$ cat config.mk
export PLATFORM = sky130hd
export DESIGN_NAME = gmii_rgmii_tx
export DESIGN_NICKNAME = d
export VERILOG_FILES = /design/src/rtl/gtr_pkg.sv /design/src/rtl/gtr_capture.sv /design/src/rtl/gtr_launch.sv /design/src/rtl/gtr_fall.sv /design/src/rtl/gmii_rgmii_tx.sv
export SDC_FILE = /design/constraint.sdc
export NUM_CORES = 1
export LEC_CHECK = 0
export BUFFER_PORTS_ARGS = -buffer_cell sky130_fd_sc_hd__buf_2
export CAP_MARGIN = 20
export CORE_MARGIN = 2
export CORE_UTILIZATION = 45
export DETAILED_ROUTE_END_ITERATION = 8
export PLACE_DENSITY = 0.71
export SYNTH_ARGS = -nofsm -noshare
export SYNTH_HDL_FRONTEND = slang
export SYNTH_HIERARCHICAL = 1
export SYNTH_SLANG_ARGS = --single-unit
$ cat constraint.sdc
create_clock -name clk_i -period 1 [get_ports clk_i]
set_clock_uncertainty 0.1 [all_clocks]
set_input_delay 0.1 -clock clk_i [delete_from_list [all_inputs] [get_ports clk_i]]
set_output_delay 0.1 -clock clk_i [all_outputs]
set_load 0.02 [all_outputs]
$ cat src/rtl/gtr_pkg.sv
`timescale 1ns/1ps
package gtr_pkg;
  // Default nibble width of the double-rate lane group.
  localparam int unsigned NIB_DEF = 4;

  // Which half of the clock period an output lane is presenting.
  typedef enum logic {
    PH_LOW  = 1'b0,
    PH_HIGH = 1'b1
  } phase_e;

  // A slot carries data when it is a frame byte or an error-marked slot.
  function automatic logic slot_active(input logic en, input logic er);
    return en | er;
  endfunction
endpackage

$ cat src/rtl/gtr_capture.sv
`timescale 1ns/1ps
module gtr_capture #(
  parameter int unsigned NIB_W = 4,
  localparam int unsigned BYTE_W = 2 * NIB_W
) (
  input  logic              clk,
  input  logic              rst,
  input  logic [BYTE_W-1:0] byte_i,
  input  logic              en_i,
  input  logic              er_i,
  output logic [BYTE_W-1:0] cap_byte,
  output logic              cap_en,
  output logic              cap_er
);
  // Input register on the rising edge: the whole byte and both flags
  // are taken together so later stages only see one consistent slot.
  always_ff @(posedge clk) begin
    if (rst) begin
      cap_byte <= '0;
      cap_en   <= 1'b0;
      cap_er   <= 1'b0;
    end else begin
      cap_byte <= byte_i;
      cap_en   <= en_i;
      cap_er   <= er_i;
    end
  end
endmodule

$ cat src/rtl/gtr_launch.sv
`timescale 1ns/1ps
module gtr_launch
  import gtr_pkg::*;
#(
  parameter int unsigned NIB_W = 4,
  localparam int unsigned BYTE_W = 2 * NIB_W
) (
  input  logic              clk,
  input  logic              rst,
  input  logic [BYTE_W-1:0] cap_byte,
  input  logic              cap_en,
  input  logic              cap_er,
  output logic [NIB_W-1:0]  rise_nib,
  output logic              rise_ctl,
  output logic [NIB_W-1:0]  hold_nib,
  output logic              hold_ctl
);
  logic active;
  assign active = slot_active(cap_en, cap_er);

  // Both halves of one slot are loaded at the same rising edge: the
  // rising-phase lanes drive directly, the held half waits for the
  // falling-edge register so it can never pair with another byte.
  always_ff @(posedge clk) begin
    if (rst) begin
      rise_nib <= '0;
      rise_ctl <= 1'b0;
      hold_nib <= '0;
      hold_ctl <= 1'b0;
    end else begin
      rise_nib <= active ? cap_byte[NIB_W-1:0] : '0;
      hold_nib <= active ? cap_byte[BYTE_W-1:NIB_W] : '0;
      rise_ctl <= cap_en;
      hold_ctl <= cap_en ^ cap_er;
    end
  end
endmodule

$ cat src/rtl/gtr_fall.sv
`timescale 1ns/1ps
module gtr_fall #(
  parameter int unsigned W = 5
) (
  input  logic         clk,
  input  logic         rst,
  input  logic [W-1:0] d,
  output logic [W-1:0] q
);
  // Falling-edge register set for the low half of each period.
  always_ff @(negedge clk) begin
    if (rst) q <= '0;
    else     q <= d;
  end
endmodule

$ cat src/rtl/gmii_rgmii_tx.sv
`timescale 1ns/1ps
module gmii_rgmii_tx
  import gtr_pkg::*;
#(
  parameter int unsigned NIB_W = NIB_DEF,
  localparam int unsigned BYTE_W = 2 * NIB_W,
  localparam int unsigned LANES  = NIB_W + 1
) (
  input  logic              clk_i,
  input  logic              rst_i,
  input  logic [BYTE_W-1:0] gm_byte_i,
  input  logic              gm_en_i,
  input  logic              gm_err_i,
  output logic              rg_clk_o,
  output logic [NIB_W-1:0]  rg_data_o,
  output logic              rg_ctl_o
);
  logic [BYTE_W-1:0] cap_byte;
  logic              cap_en;
  logic              cap_er;
  logic [NIB_W-1:0]  rise_nib;
  logic              rise_ctl;
  logic [NIB_W-1:0]  hold_nib;
  logic              hold_ctl;
  logic [LANES-1:0]  rise_vec;
  logic [LANES-1:0]  fall_vec;
  logic [LANES-1:0]  pin_vec;

  gtr_capture #(.NIB_W(NIB_W)) u_capture (
    .clk      (clk_i),
    .rst      (rst_i),
    .byte_i   (gm_byte_i),
    .en_i     (gm_en_i),
    .er_i     (gm_err_i),
    .cap_byte (cap_byte),
    .cap_en   (cap_en),
    .cap_er   (cap_er)
  );

  gtr_launch #(.NIB_W(NIB_W)) u_launch (
    .clk      (clk_i),
    .rst      (rst_i),
    .cap_byte (cap_byte),
    .cap_en   (cap_en),
    .cap_er   (cap_er),
    .rise_nib (rise_nib),
    .rise_ctl (rise_ctl),
    .hold_nib (hold_nib),
    .hold_ctl (hold_ctl)
  );

  assign rise_vec = {rise_ctl, rise_nib};

  gtr_fall #(.W(LANES)) u_fall (
    .clk (clk_i),
    .rst (rst_i),
    .d   ({hold_ctl, hold_nib}),
    .q   (fall_vec)
  );

  // Behavioural double-edge output cell, one per lane.
  for (genvar g = 0; g < LANES; g++) begin : g_lane
    assign pin_vec[g] = (phase_e'(clk_i) == PH_HIGH) ? rise_vec[g] : fall_vec[g];
  end

  assign rg_data_o = pin_vec[NIB_W-1:0];
  assign rg_ctl_o  = pin_vec[NIB_W];
  assign rg_clk_o  = clk_i;

  // low nibble of the byte taken two rising edges ago drives the high half
  a_r1_rise_nibble: assert property (@(posedge clk_i) disable iff (rst_i)
    (!$past(rst_i) && !$past(rst_i, 2)) |->
      rise_nib == (($past(gm_en_i, 2) || $past(gm_err_i, 2)) ?
                   $past(gm_byte_i[NIB_W-1:0], 2) : '0));

  // high nibble of the same byte sits in the falling-edge register
  a_r1_fall_nibble: assert property (@(posedge clk_i) disable iff (rst_i)
    (!$past(rst_i) && !$past(rst_i, 2)) |->
      fall_vec[NIB_W-1:0] == (($past(gm_en_i, 2) || $past(gm_err_i, 2)) ?
                              $past(gm_byte_i[BYTE_W-1:NIB_W], 2) : '0));

  // high-half control is the enable
  a_r2_rise_ctl: assert property (@(posedge clk_i) disable iff (rst_i)
    (!$past(rst_i) && !$past(rst_i, 2)) |-> rise_vec[NIB_W] == $past(gm_en_i, 2));

  // low-half control is enable XOR error
  a_r3_fall_ctl: assert property (@(posedge clk_i) disable iff (rst_i)
    (!$past(rst_i) && !$past(rst_i, 2)) |->
      fall_vec[NIB_W] == ($past(gm_en_i, 2) ^ $past(gm_err_i, 2)));

  // an idle slot leaves every lane low in both halves
  a_r5_idle_quiet: assert property (@(posedge clk_i) disable iff (rst_i)
    (!$past(rst_i) && !$past(rst_i, 2) && !$past(gm_en_i, 2) && !$past(gm_err_i, 2))
      |-> (rise_vec == '0 && fall_vec == '0));

  // a rising edge under reset clears the high-half lanes
  a_r6_reset_clear: assert property (@(posedge clk_i) $past(rst_i) |-> rise_vec == '0);
endmodule

# Word-level counts from Yosys, hierarchy flattened
# Index checks and enable logic that the tools add are counted.
dict set report word_totals {
  register_bits 25
  input_bits 12
  word_cells 17
}
dict set report op_classes {
  n_mux 5
  n_bitwise 3
  reduce_logical 1
}
# operator n
set op_table {}
lappend op_table {{$mux 1} 5}
lappend op_table {{$reduce_or 2->1} 1}
lappend op_table {{$not 1->1} 1}
lappend op_table {{$or 1x1->1} 1}
lappend op_table {{$xor 1x1->1} 1}

# Logic depth before layout (Yosys ltp)
# Gate-level depths: netlist of run 1.
dict set report depth {
  word_depth 3
  mapped_depth 4
  mapped_depth_nobuf 3
}

# Hierarchy
# The synthesis of run 1 kept the hierarchy.
# module instances cells_each area_each_um2 seq_area_each_um2
set modules_own_cells {}
lappend modules_own_cells {gtr_launch 1 25 355.3 200.2}
lappend modules_own_cells {gtr_capture 1 20 262.8 200.2}
lappend modules_own_cells {gtr_fall 1 11 135.1 100.1}
lappend modules_own_cells {gmii_rgmii_tx 1 6 63.8 0.0}

==> impl_metrics.json, run 1 <==
{
  "fin_nets": 118,
  "worstSetupStartpointType": "flip-flop",
  "drt-pass1-iter-count": 2,
  "cp.buffers_inverters": 1,
  "dp_hpwl_um": 762,
  "antenna_found_initial": 0,
  "critical_path.reg2reg.startpoint": "u_launch/hold_nib[0]",
  "vdd_drop_max_v": 0.000933,
  "dieArea_um2": 2170,
  "grt_pass1_vias": 628,
  "wl_per_cell_um": 11.0,
  "finalHoldViolCount": 0,
  "worst_setup_path_end_kind": "output port",
  "antenna_left": 0,
  "vias_per_cell": 4.22,
  "slowest_stage": "dfxtp_1",
  "reg2reg_to": "u_fall/q[0]",
  "rsz0062_at_grt": "yes",
  "rows": 15,
  "place_area_um2": 952,
  "post-route-drc-count": 0,
  "outcome": "complete, but fails checks",
  "initial_core_util": 0.478,
  "synth.distinct_cells": 8,
  "cp_top_family": "flip-flops",
  "synth_area_leaders": "dfxtp_1, nor2b_1, nor3b_2, mux2_2, buf_6",
  "powerDensity_nw_per_um2": 2130,
  "yosysSeqAreaShare": 0.613,
  "violations": "setup timing",
  "cts_tree": "yes",
  "path_class": "reg2out",
  "min_path_type": "in2reg",
  "critPathMaxFanout": 1,
  "r2r_cells": 1,
  "regToRegSetupSlack_ns": -0.10,
  "path_depth": 2,
  "synth_nets": 75,
  "crit_chain": "mux2_4, buf_6",
  "p_leak_nw": 0.534,
  "grt_overflow": 0,
  "cp-startpoint": "u_fall/q[0]",
  "cap_violations": 0,
  "cp_data_required_time_ns": 0.80,
  "clk_pin_slew_ns": 0.15,
  "relSlewSlack": 0.890,
  "crit_end": "rg_data_o[0]",
  "drv_slew": 0,
  "syn_avg_cell_area_um2": 13.2,
  "grt_pass1_wl_um": 2310,
  "netlist_area_um2": 817,
  "num_vias": 549,
  "port_buffers": 17,
  "whs_ns": 0.0376,
  "synth_top_area_frac": 0.613,
  "wirelength_um": 1440,
  "synth_cells": 62,
  "tightest_slew_ns": 0.165,
  "hold_start": "rst_i",
  "die_w_um": 46.6,
  "setup_viol": 11,
  "max_stage_delay_ns": 0.30,
  "area_delta_synth_final_pct": 48.9,
  "worst_slack_ns": -0.901,
  "grt_max_degree": 16,
  "antenna_cells": 0,
  "drtIter0Drc": 4,
  "synth-seq-cells": 25,
  "gp_congestion": 0.621,
  "clkLatencyLatePin_ns": 0.44,
  "arrival_ns": 1.70,
  "finalPower_mw": 2.59,
  "pin_count": 18,
  "core_area_um2": 1710,
  "yosysWarnings": 6,
  "synth_top_area_cell": "dfxtp_1",
  "drive_above_1_share": 0.467,
  "grt_usage": 0.181,
  "die_h_um": 46.6,
  "stdcell_area_um2": 1220
}
cell usage in the layout (no fill, tap or decap):
cell type,netlist,routed
buf_6,2,6
buf_4,1,5
inv_2,0,1
dfxtp_1,25,22
buf_8,0,1
ha_4,0,1
clkbuf_4,0,6
nor3b_2,8,8
buf_2,0,11
inv_1,3,6
nor2b_4,0,1
clkinv_1,0,1
nor2b_1,17,16
inv_4,0,1
dlygate4sd3_1,0,11
mux2_4,0,5
dfxtp_2,0,3
per-layer routing:
metal	up-vias	GRT usage	wire (um)
li1	282	-	-
met1	242	0.145	577
met2	23	0.247	756
met3	2	0.114	84
met4	0	0.261	17
met5	-	0	0
through the flow:
step / util / cells / setup slack [ns] / setup TNS, ns
3_3_place_gp: 0.558 / 105 / -0.377 / -3.28
4_1_cts: 0.705 / 130 / -0.914 / -5.16
2_1_floorplan: - / 62 / -0.270 / -1.80
6_report: 0.712 / 130 / -0.901 / -5.09
3_5_place_dp: 0.558 / 105 / -0.389 / -3.36
5_1_grt: 0.712 / 130 / -0.971 / -5.48
Yosys cell counts:
cell type,number
ha_1,1
buf_6,2
inv_1,3
dfxtp_1,25
buf_4,1
nor2b_1,17
nor3b_2,8
mux2_2,5
worst min-delay path, cell delays in order:
cell     delay (ns)
buf_2          0.15
buf_4          0.20
nor2b_1        0.10
flip-flops by register name, summed over array words and instances, names as in the netlist:
signal	count
u_launch/rise_ctl	1
u_fall/q	5
u_launch/hold_nib	4
u_capture/cap_byte	8
u_capture/cap_er	1
u_capture/cap_en	1
u_launch/rise_nib	4
u_launch/hold_ctl	1
worst min path at each step:
stage	endpoint	slack [ns]	cells after the start
after floorplan	u_capture/cap_byte[0]	0.07	1
after global placement	rg_clk_o	0.13	1
after detailed placement	rg_clk_o	0.13	1
after CTS	u_launch/hold_nib[1]	0.02	3
after global routing	u_capture/cap_en	0.03	3
final	u_capture/cap_byte[7]	0.04	3
power breakdown:
group / switching (mW) / leakage, nW / internal, mW
registers: 0.00936 / 0.206 / 1.04
logic: 0.0534 / 0.179 / 0.0900
clock network: 0.692 / 0.149 / 0.706
total: 0.755 / 0.534 / 1.83
area by class of cell:
class / count / area (um^2)
Fill cell: 114 / 492
Timing Repair Buffer: 26 / 195
Tap cell: 25 / 31.3
Multi-Input combinational cell: 31 / 314
Clock buffer: 14 / 135
Clock inverter: 7 / 28.8
Sequential cell: 25 / 504
Inverter: 2 / 7.51
cells by family (layout without fill, tap and decap cells):
kind of cell,count (synthesis),after routing,share of synthesized area
flip-flops,25,25,0.613
AND/OR/NAND/NOR,25,25,0.253
buffers and inverters,6,49,0.0505
multiplexers,5,5,0.0689
adder cells (fa/ha/maj),1,1,0.0153
repair_timing:
| action | in CTS | in global routing |
|---|---|---|
| hold buffers | 11 | 0 |
| buffers inserted | 1 | 0 |
| resized for setup | 15 | 7 |
| setup endpoints to repair | 19 | 19 |
| hold endpoints to repair | 14 | 0 |
| pin swaps | 0 | 3 |
Power figures use the tool's default switching activity.
==> inputs of run 2 (changes only) <==
--- a/config.mk
+++ b/config.mk
@@ -5,12 +5,11 @@
 export SDC_FILE = /design/constraint.sdc
 export NUM_CORES = 1
 export LEC_CHECK = 0
-export BUFFER_PORTS_ARGS = -buffer_cell sky130_fd_sc_hd__buf_2
-export CAP_MARGIN = 20
+export ABC_AREA = 1
 export CORE_MARGIN = 2
 export CORE_UTILIZATION = 45
 export DETAILED_ROUTE_END_ITERATION = 8
-export PLACE_DENSITY = 0.71
+export DONT_BUFFER_PORTS = 1
 export SYNTH_ARGS = -nofsm -noshare
 export SYNTH_HDL_FRONTEND = slang
 export SYNTH_HIERARCHICAL = 1
==> impl_metrics.json, run 2 <==
{
  "synth-seq-cells": 25,
  "drtIter0Drc": 9,
  "wl_met1_um": 511,
  "synth_cells": 99,
  "relSlewSlack": 0.689,
  "r2r_cells": 2,
  "grt_overflow": 0,
  "initial_core_util": 0.472,
  "grt_pass1_vias": 539,
  "synth-edff-count": 0,
  "place_area_um2": 831,
  "antenna_left": 0,
  "drive_above_1_share": 0.303,
  "grt_max_degree": 14,
  "cap_violations": 0,
  "grt_pass1_wl_um": 1840,
  "rows": 15,
  "hold_start": "clk_i",
  "vdd_drop_max_v": 0.00166,
  "port_buffers": 0,
  "worst_setup_path_end_kind": "output port",
  "clk_pin_slew_ns": 0.04,
  "pin_count": 18,
  "powerDensity_nw_per_um2": 2670,
  "syn_avg_cell_area_um2": 8.14,
  "antenna_cells": 0,
  "synth.distinct_cells": 9,
  "hold_depth": 0,
  "dr_wl_met2_um": 603,
  "regToRegSetupSlack_ns": -0.18,
  "core_area_um2": 1710,
  "cts_tree": "yes",
  "stdcell_area_um2": 1170,
  "yosysMostFrequentCell": "inv_1",
  "post-route-drc-count": 0,
  "path_class": "reg2out",
  "worst_slack_ns": -0.518,
  "fin_nets": 143,
  "drt-pass1-iter-count": 5,
  "final_core_util": 0.684,
  "reg2reg_to": "u_fall/q[4]",
  "regMostFlops": "u_capture/cap_byte",
  "p_leak_nw": 0.600,
  "die_h_um": 46.3,
  "drv_slew": 0,
  "critical_path.reg2reg.startpoint": "u_launch/hold_ctl",
  "antenna_found_initial": 0,
  "dp_hpwl_um": 629,
  "synth_nets": 112,
  "finalHoldViolCount": 0,
  "setup_viol": 20,
  "largestRegisters": "u_capture/cap_byte: 8 flops, u_fall/q: 5 flops",
  "worstSetupStartpointType": "flip-flop",
  "num_vias": 626,
  "die_w_um": 46.3,
  "arrival_ns": 1.32,
  "gp_congestion": 0.646,
  "ys.flop_type": "dfxtp_1",
  "most-common-layout-cells": "inv_1, nor2_1, dfxtp_1",
  "cp_data_required_time_ns": 0.80,
  "grt_usage": 0.151,
  "setup_tns_ns": -3.11,
  "yosysWarnings": 6,
  "synth_area_leaders": "dfxtp_1, inv_1, nor2_1, nand2_1, ha_1",
  "largest_reg_flops": 8,
  "final_common_cell": "inv_1",
  "dp_worst_setup_slack_ns": -0.147,
  "yosysSeqAreaShare": 0.621,
  "rsz0062_at_grt": "yes",
  "ys_async_sr_fraction": 0,
  "violations": "setup timing",
  "synth_top_area_cell": "dfxtp_1",
  "synthTopCellsByCount": "inv_1, dfxtp_1, nor2_1",
  "routed.top_layer": "met4",
  "dieArea_um2": 2150,
  "area_delta_synth_final_pct": 45.0,
  "tightest_slew_ns": 0.466,
  "min_path_type": "clk2out",
  "netlist_area_um2": 806,
  "wirelength_um": 1250,
  "clkLatencyLatePin_ns": 0.38,
  "whs_ns": 0.000800,
  "outcome": "complete, but fails checks",
  "wl_per_cell_um": 7.96,
  "vias_per_cell": 3.99,
  "min_to": "rg_clk_o",
  "wl_met3_um": 113,
  "synth_top_area_frac": 0.621,
  "critPathMaxFanout": 1
}
==> run 2: cell types whose count changed after synthesis <==
cell / before / now
inv_2: 0 / 2
nor2_1: 0 / 25
nand2_1: 0 / 15
inv_1: 3 / 28
mux2_2: 5 / 0
nor3b_2: 8 / 0
nand2_4: 0 / 1
buf_6: 2 / 1
nor2b_1: 17 / 0
==> run 2: where the power goes <==
part           switching [mW]  internal, mW  leakage (nW)
sequential             0.0101          1.04         0.207
combinational          0.0496        0.0537         0.215
clock                   0.906          1.06         0.178
total                   0.966          2.15         0.600
==> run 2: cells by family after synthesis <==
| group | synth area share |
|---|---|
| DFF | 0.621 |
| and+or+nand+nor | 0.200 |
| adders and majority gates | 0.0155 |
| buffers and inverters | 0.163 |
==> run 2: stage by stage <==
stage                     total power, mW  std cells
final                                3.12        157
after global routing                 3.31        157
after CTS                            2.60        154
after detailed placement             1.28        122
after global placement               1.28        122
after floorplan                      1.40         99
==> run 2: metal layers <==
metal / up-vias / track usage
met1: 271 / 0.110
met2: 22 / 0.181
met3: 2 / 0.125
li1: 331 / -
met5: - / 0
met4: 0 / 0.257
==> run 2: worst max-delay path by stage <==
stage	startpoint	to	slack [ns]	depth (start not counted)
after floorplan	u_fall/q[4]	rg_ctl_o	-0.14	2
after global placement	u_fall/q[0]	rg_data_o[0]	-0.14	2
after detailed placement	u_fall/q[1]	rg_data_o[1]	-0.15	2
after CTS	u_fall/q[1]	rg_data_o[1]	-0.71	2
after global routing	u_fall/q[3]	rg_data_o[3]	-0.57	2
final	u_fall/q[1]	rg_data_o[1]	-0.52	2
==> run 2: timing repair <==
action / in CTS / in global routing
buffers inserted: 0 / 4
pin swaps: 0 / 3
cloned: 0 / 0
setup endpoints to repair: 20 / 29
hold endpoints to repair: 20 / 0
gates resized for setup: 0 / 23
hold buffers: 11 / 0
==> run 2: worst max-delay path, cell delays in order, from the launching register on <==
cell     delay, ns
dfxtp_1       0.30
nand2_1       0.06
nand2_2       0.11
==> run 2: final cells by class <==
class                      count  area [um^2]
multi-input combinational     42          214
clock buffer                  13          131
tap                           25         31.3
fill                         140          539
inverter                      28          105
timing repair buffer          11          113
clock inverter                13         68.8
sequential                    25          505
==> inputs of run 3 (changes only) <==
--- a/config.mk
+++ b/config.mk
@@ -6,10 +6,12 @@
 export NUM_CORES = 1
 export LEC_CHECK = 0
 export ABC_AREA = 1
-export CORE_MARGIN = 2
+export CAP_MARGIN = 20
+export CORE_MARGIN = 8
 export CORE_UTILIZATION = 45
 export DETAILED_ROUTE_END_ITERATION = 8
 export DONT_BUFFER_PORTS = 1
+export MAX_ROUTING_LAYER = met4
 export SYNTH_ARGS = -nofsm -noshare
 export SYNTH_HDL_FRONTEND = slang
 export SYNTH_HIERARCHICAL = 1
==> impl_metrics.json, run 3 (synthesis gave the netlist of run 2 again) <==
{
  "critPathMaxFanout": 1,
  "dp_hpwl_um": 749,
  "cp_data_required_time_ns": 0.80,
  "antenna_left": 0,
  "final_common_cell": "inv_1",
  "fillers": 151,
  "hold_start": "clk_i",
  "rsz0062_at_grt": "yes",
  "clk_pin_slew_ns": 0.04,
  "post-route-drc-count": 0,
  "drt-pass1-iter-count": 4,
  "initial_core_util": 0.472,
  "grt_overflow": 0,
  "layout.cells.non_filler": 154,
  "setup_viol": 20,
  "drv_slew": 0,
  "path_class": "reg2out",
  "regToRegSetupSlack_ns": -0.06,
  "grt_max_degree": 14,
  "largest_reg_flops": 8,
  "worst_slack_ns": -0.671,
  "p_leak_nw": 0.584,
  "worst_setup_path_end_kind": "output port",
  "largestRegisters": "u_capture/cap_byte: 8 flops, u_fall/q: 5 flops",
  "finalHoldViolCount": 0,
  "tightest_slew_ns": 0.467,
  "setup_tns_ns": -3.49,
  "most-common-layout-cells": "inv_1, nor2_1, dfxtp_1",
  "wirelength_um": 1330,
  "critical_path.reg2reg.startpoint": "u_launch/hold_ctl",
  "antenna_found_initial": 0,
  "min_path_type": "clk2out",
  "regMostFlops": "u_capture/cap_byte",
  "die_w_um": 58.3,
  "cap_violations": 0,
  "area_delta_synth_final_pct": 42.7,
  "grt.busiest_layer": "met4",
  "crit_chain": "nand2_1, nand2_2",
  "grt_usage": 0.100,
  "violations": "setup timing",
  "max_stage_delay_ns": 0.30,
  "slowest_stage": "dfxtp_1",
  "arrival_ns": 1.47,
  "gp_congestion": 0.694,
  "reg2reg_to": "u_fall/q[4]",
  "grt_pass1_wl_um": 2150,
  "core_area_um2": 1710,
  "hold_depth": 0,
  "die_h_um": 58.3,
  "vias_per_cell": 3.92,
  "vdd_drop_max_v": 0.00134,
  "min_to": "rg_clk_o",
  "fin_nets": 140,
  "dp.cells": 122,
  "wl_per_cell_um": 8.64,
  "port_buffers": 0,
  "ff_latch_area_um2": 512,
  "multiInputGateArea_um2": 231,
  "outcome": "complete, but fails checks",
  "r2r_cells": 2,
  "final_core_util": 0.673,
  "worstSetupStartpointType": "flip-flop",
  "relSlewSlack": 0.689,
  "clkLatencyLatePin_ns": 0.43,
  "drtIter0Drc": 10,
  "rows": 15,
  "met2_usage": 0.120,
  "dieArea_um2": 3400,
  "powerDensity_nw_per_um2": 2380,
  "grt_pass1_vias": 631,
  "grt_util_met3": 0.115,
  "pin_count": 18,
  "antenna_cells": 0,
  "cts_tree": "yes",
  "use_met1": 0.0627,
  "num_vias": 604,
  "drive_above_1_share": 0.349
}
-- run 3: cell types whose count changed in the layout (fill, tap and decap cells not counted), sizes merged --
cell	before	now
buf	6	0
clkbuf	7	10
bufinv	0	1
inv	41	40
-- run 3: where the power goes --
part           internal, mW  leakage [nW]  switching, mW
clock network         0.837         0.160          0.748
registers              1.04         0.209        0.00965
logic                0.0543         0.215         0.0527
total                  1.93         0.584          0.810
-- run 3: layout make-up --
cell class / instances / share of cell area
Clock buffer: 10 / 0.0631
Clock inverter: 13 / 0.0740
Inverter: 28 / 0.0914
Multi-Input combinational cell: 42 / 0.201
Sequential cell: 25 / 0.445
Tap cell: 25 / 0.0272
Timing Repair Buffer: 11 / 0.0979
-- run 3: what timing repair did --
| action | 4_1_cts | 5_1_grt |
|---|---|---|
| endpoints found under the setup margin | 20 | 29 |
| pin swaps | 4 | 4 |
| hold buffers | 11 | 0 |
| gates resized for setup | 6 | 19 |
| buffers inserted | 0 | 0 |
| hold endpoints to repair | 20 | 0 |
-- run 3: critical path, delay by kind of cell, from the launching register on --
family	cells	cell delay, ns
simple gates	2	0.18
flops	1	0.30
-- run 3: stage by stage --
step           instance area, um^2  total power [mW]  hold WS [ns]  worst slack [ns]
2_1_floorplan                  818              1.40        0.0712            -0.142
5_1_grt                       1150              2.89      0.000214            -0.737
3_3_place_gp                   831              1.28             0            -0.142
4_1_cts                       1110              2.77      0.000226            -0.692
6_report                      1150              2.74      0.000212            -0.671
3_5_place_dp                   831              1.28             0            -0.148
-- run 3: per-layer routing --
layer | wire length, um | vias up
met3 | 163 | 4
met4 | 25 | 0
met2 | 645 | 19
met1 | 496 | 258
li1 | - | 323
met5 | 0 | -
-- run 3: worst max-delay path by stage --
stage                           start      endpoint  cells after the start
final                     u_fall/q[3]  rg_data_o[3]                      2
after global routing      u_fall/q[3]  rg_data_o[3]                      2
after CTS                 u_fall/q[1]  rg_data_o[1]                      2
after detailed placement  u_fall/q[1]  rg_data_o[1]                      2
after global placement    u_fall/q[0]  rg_data_o[0]                      2
after floorplan           u_fall/q[4]      rg_ctl_o                      2
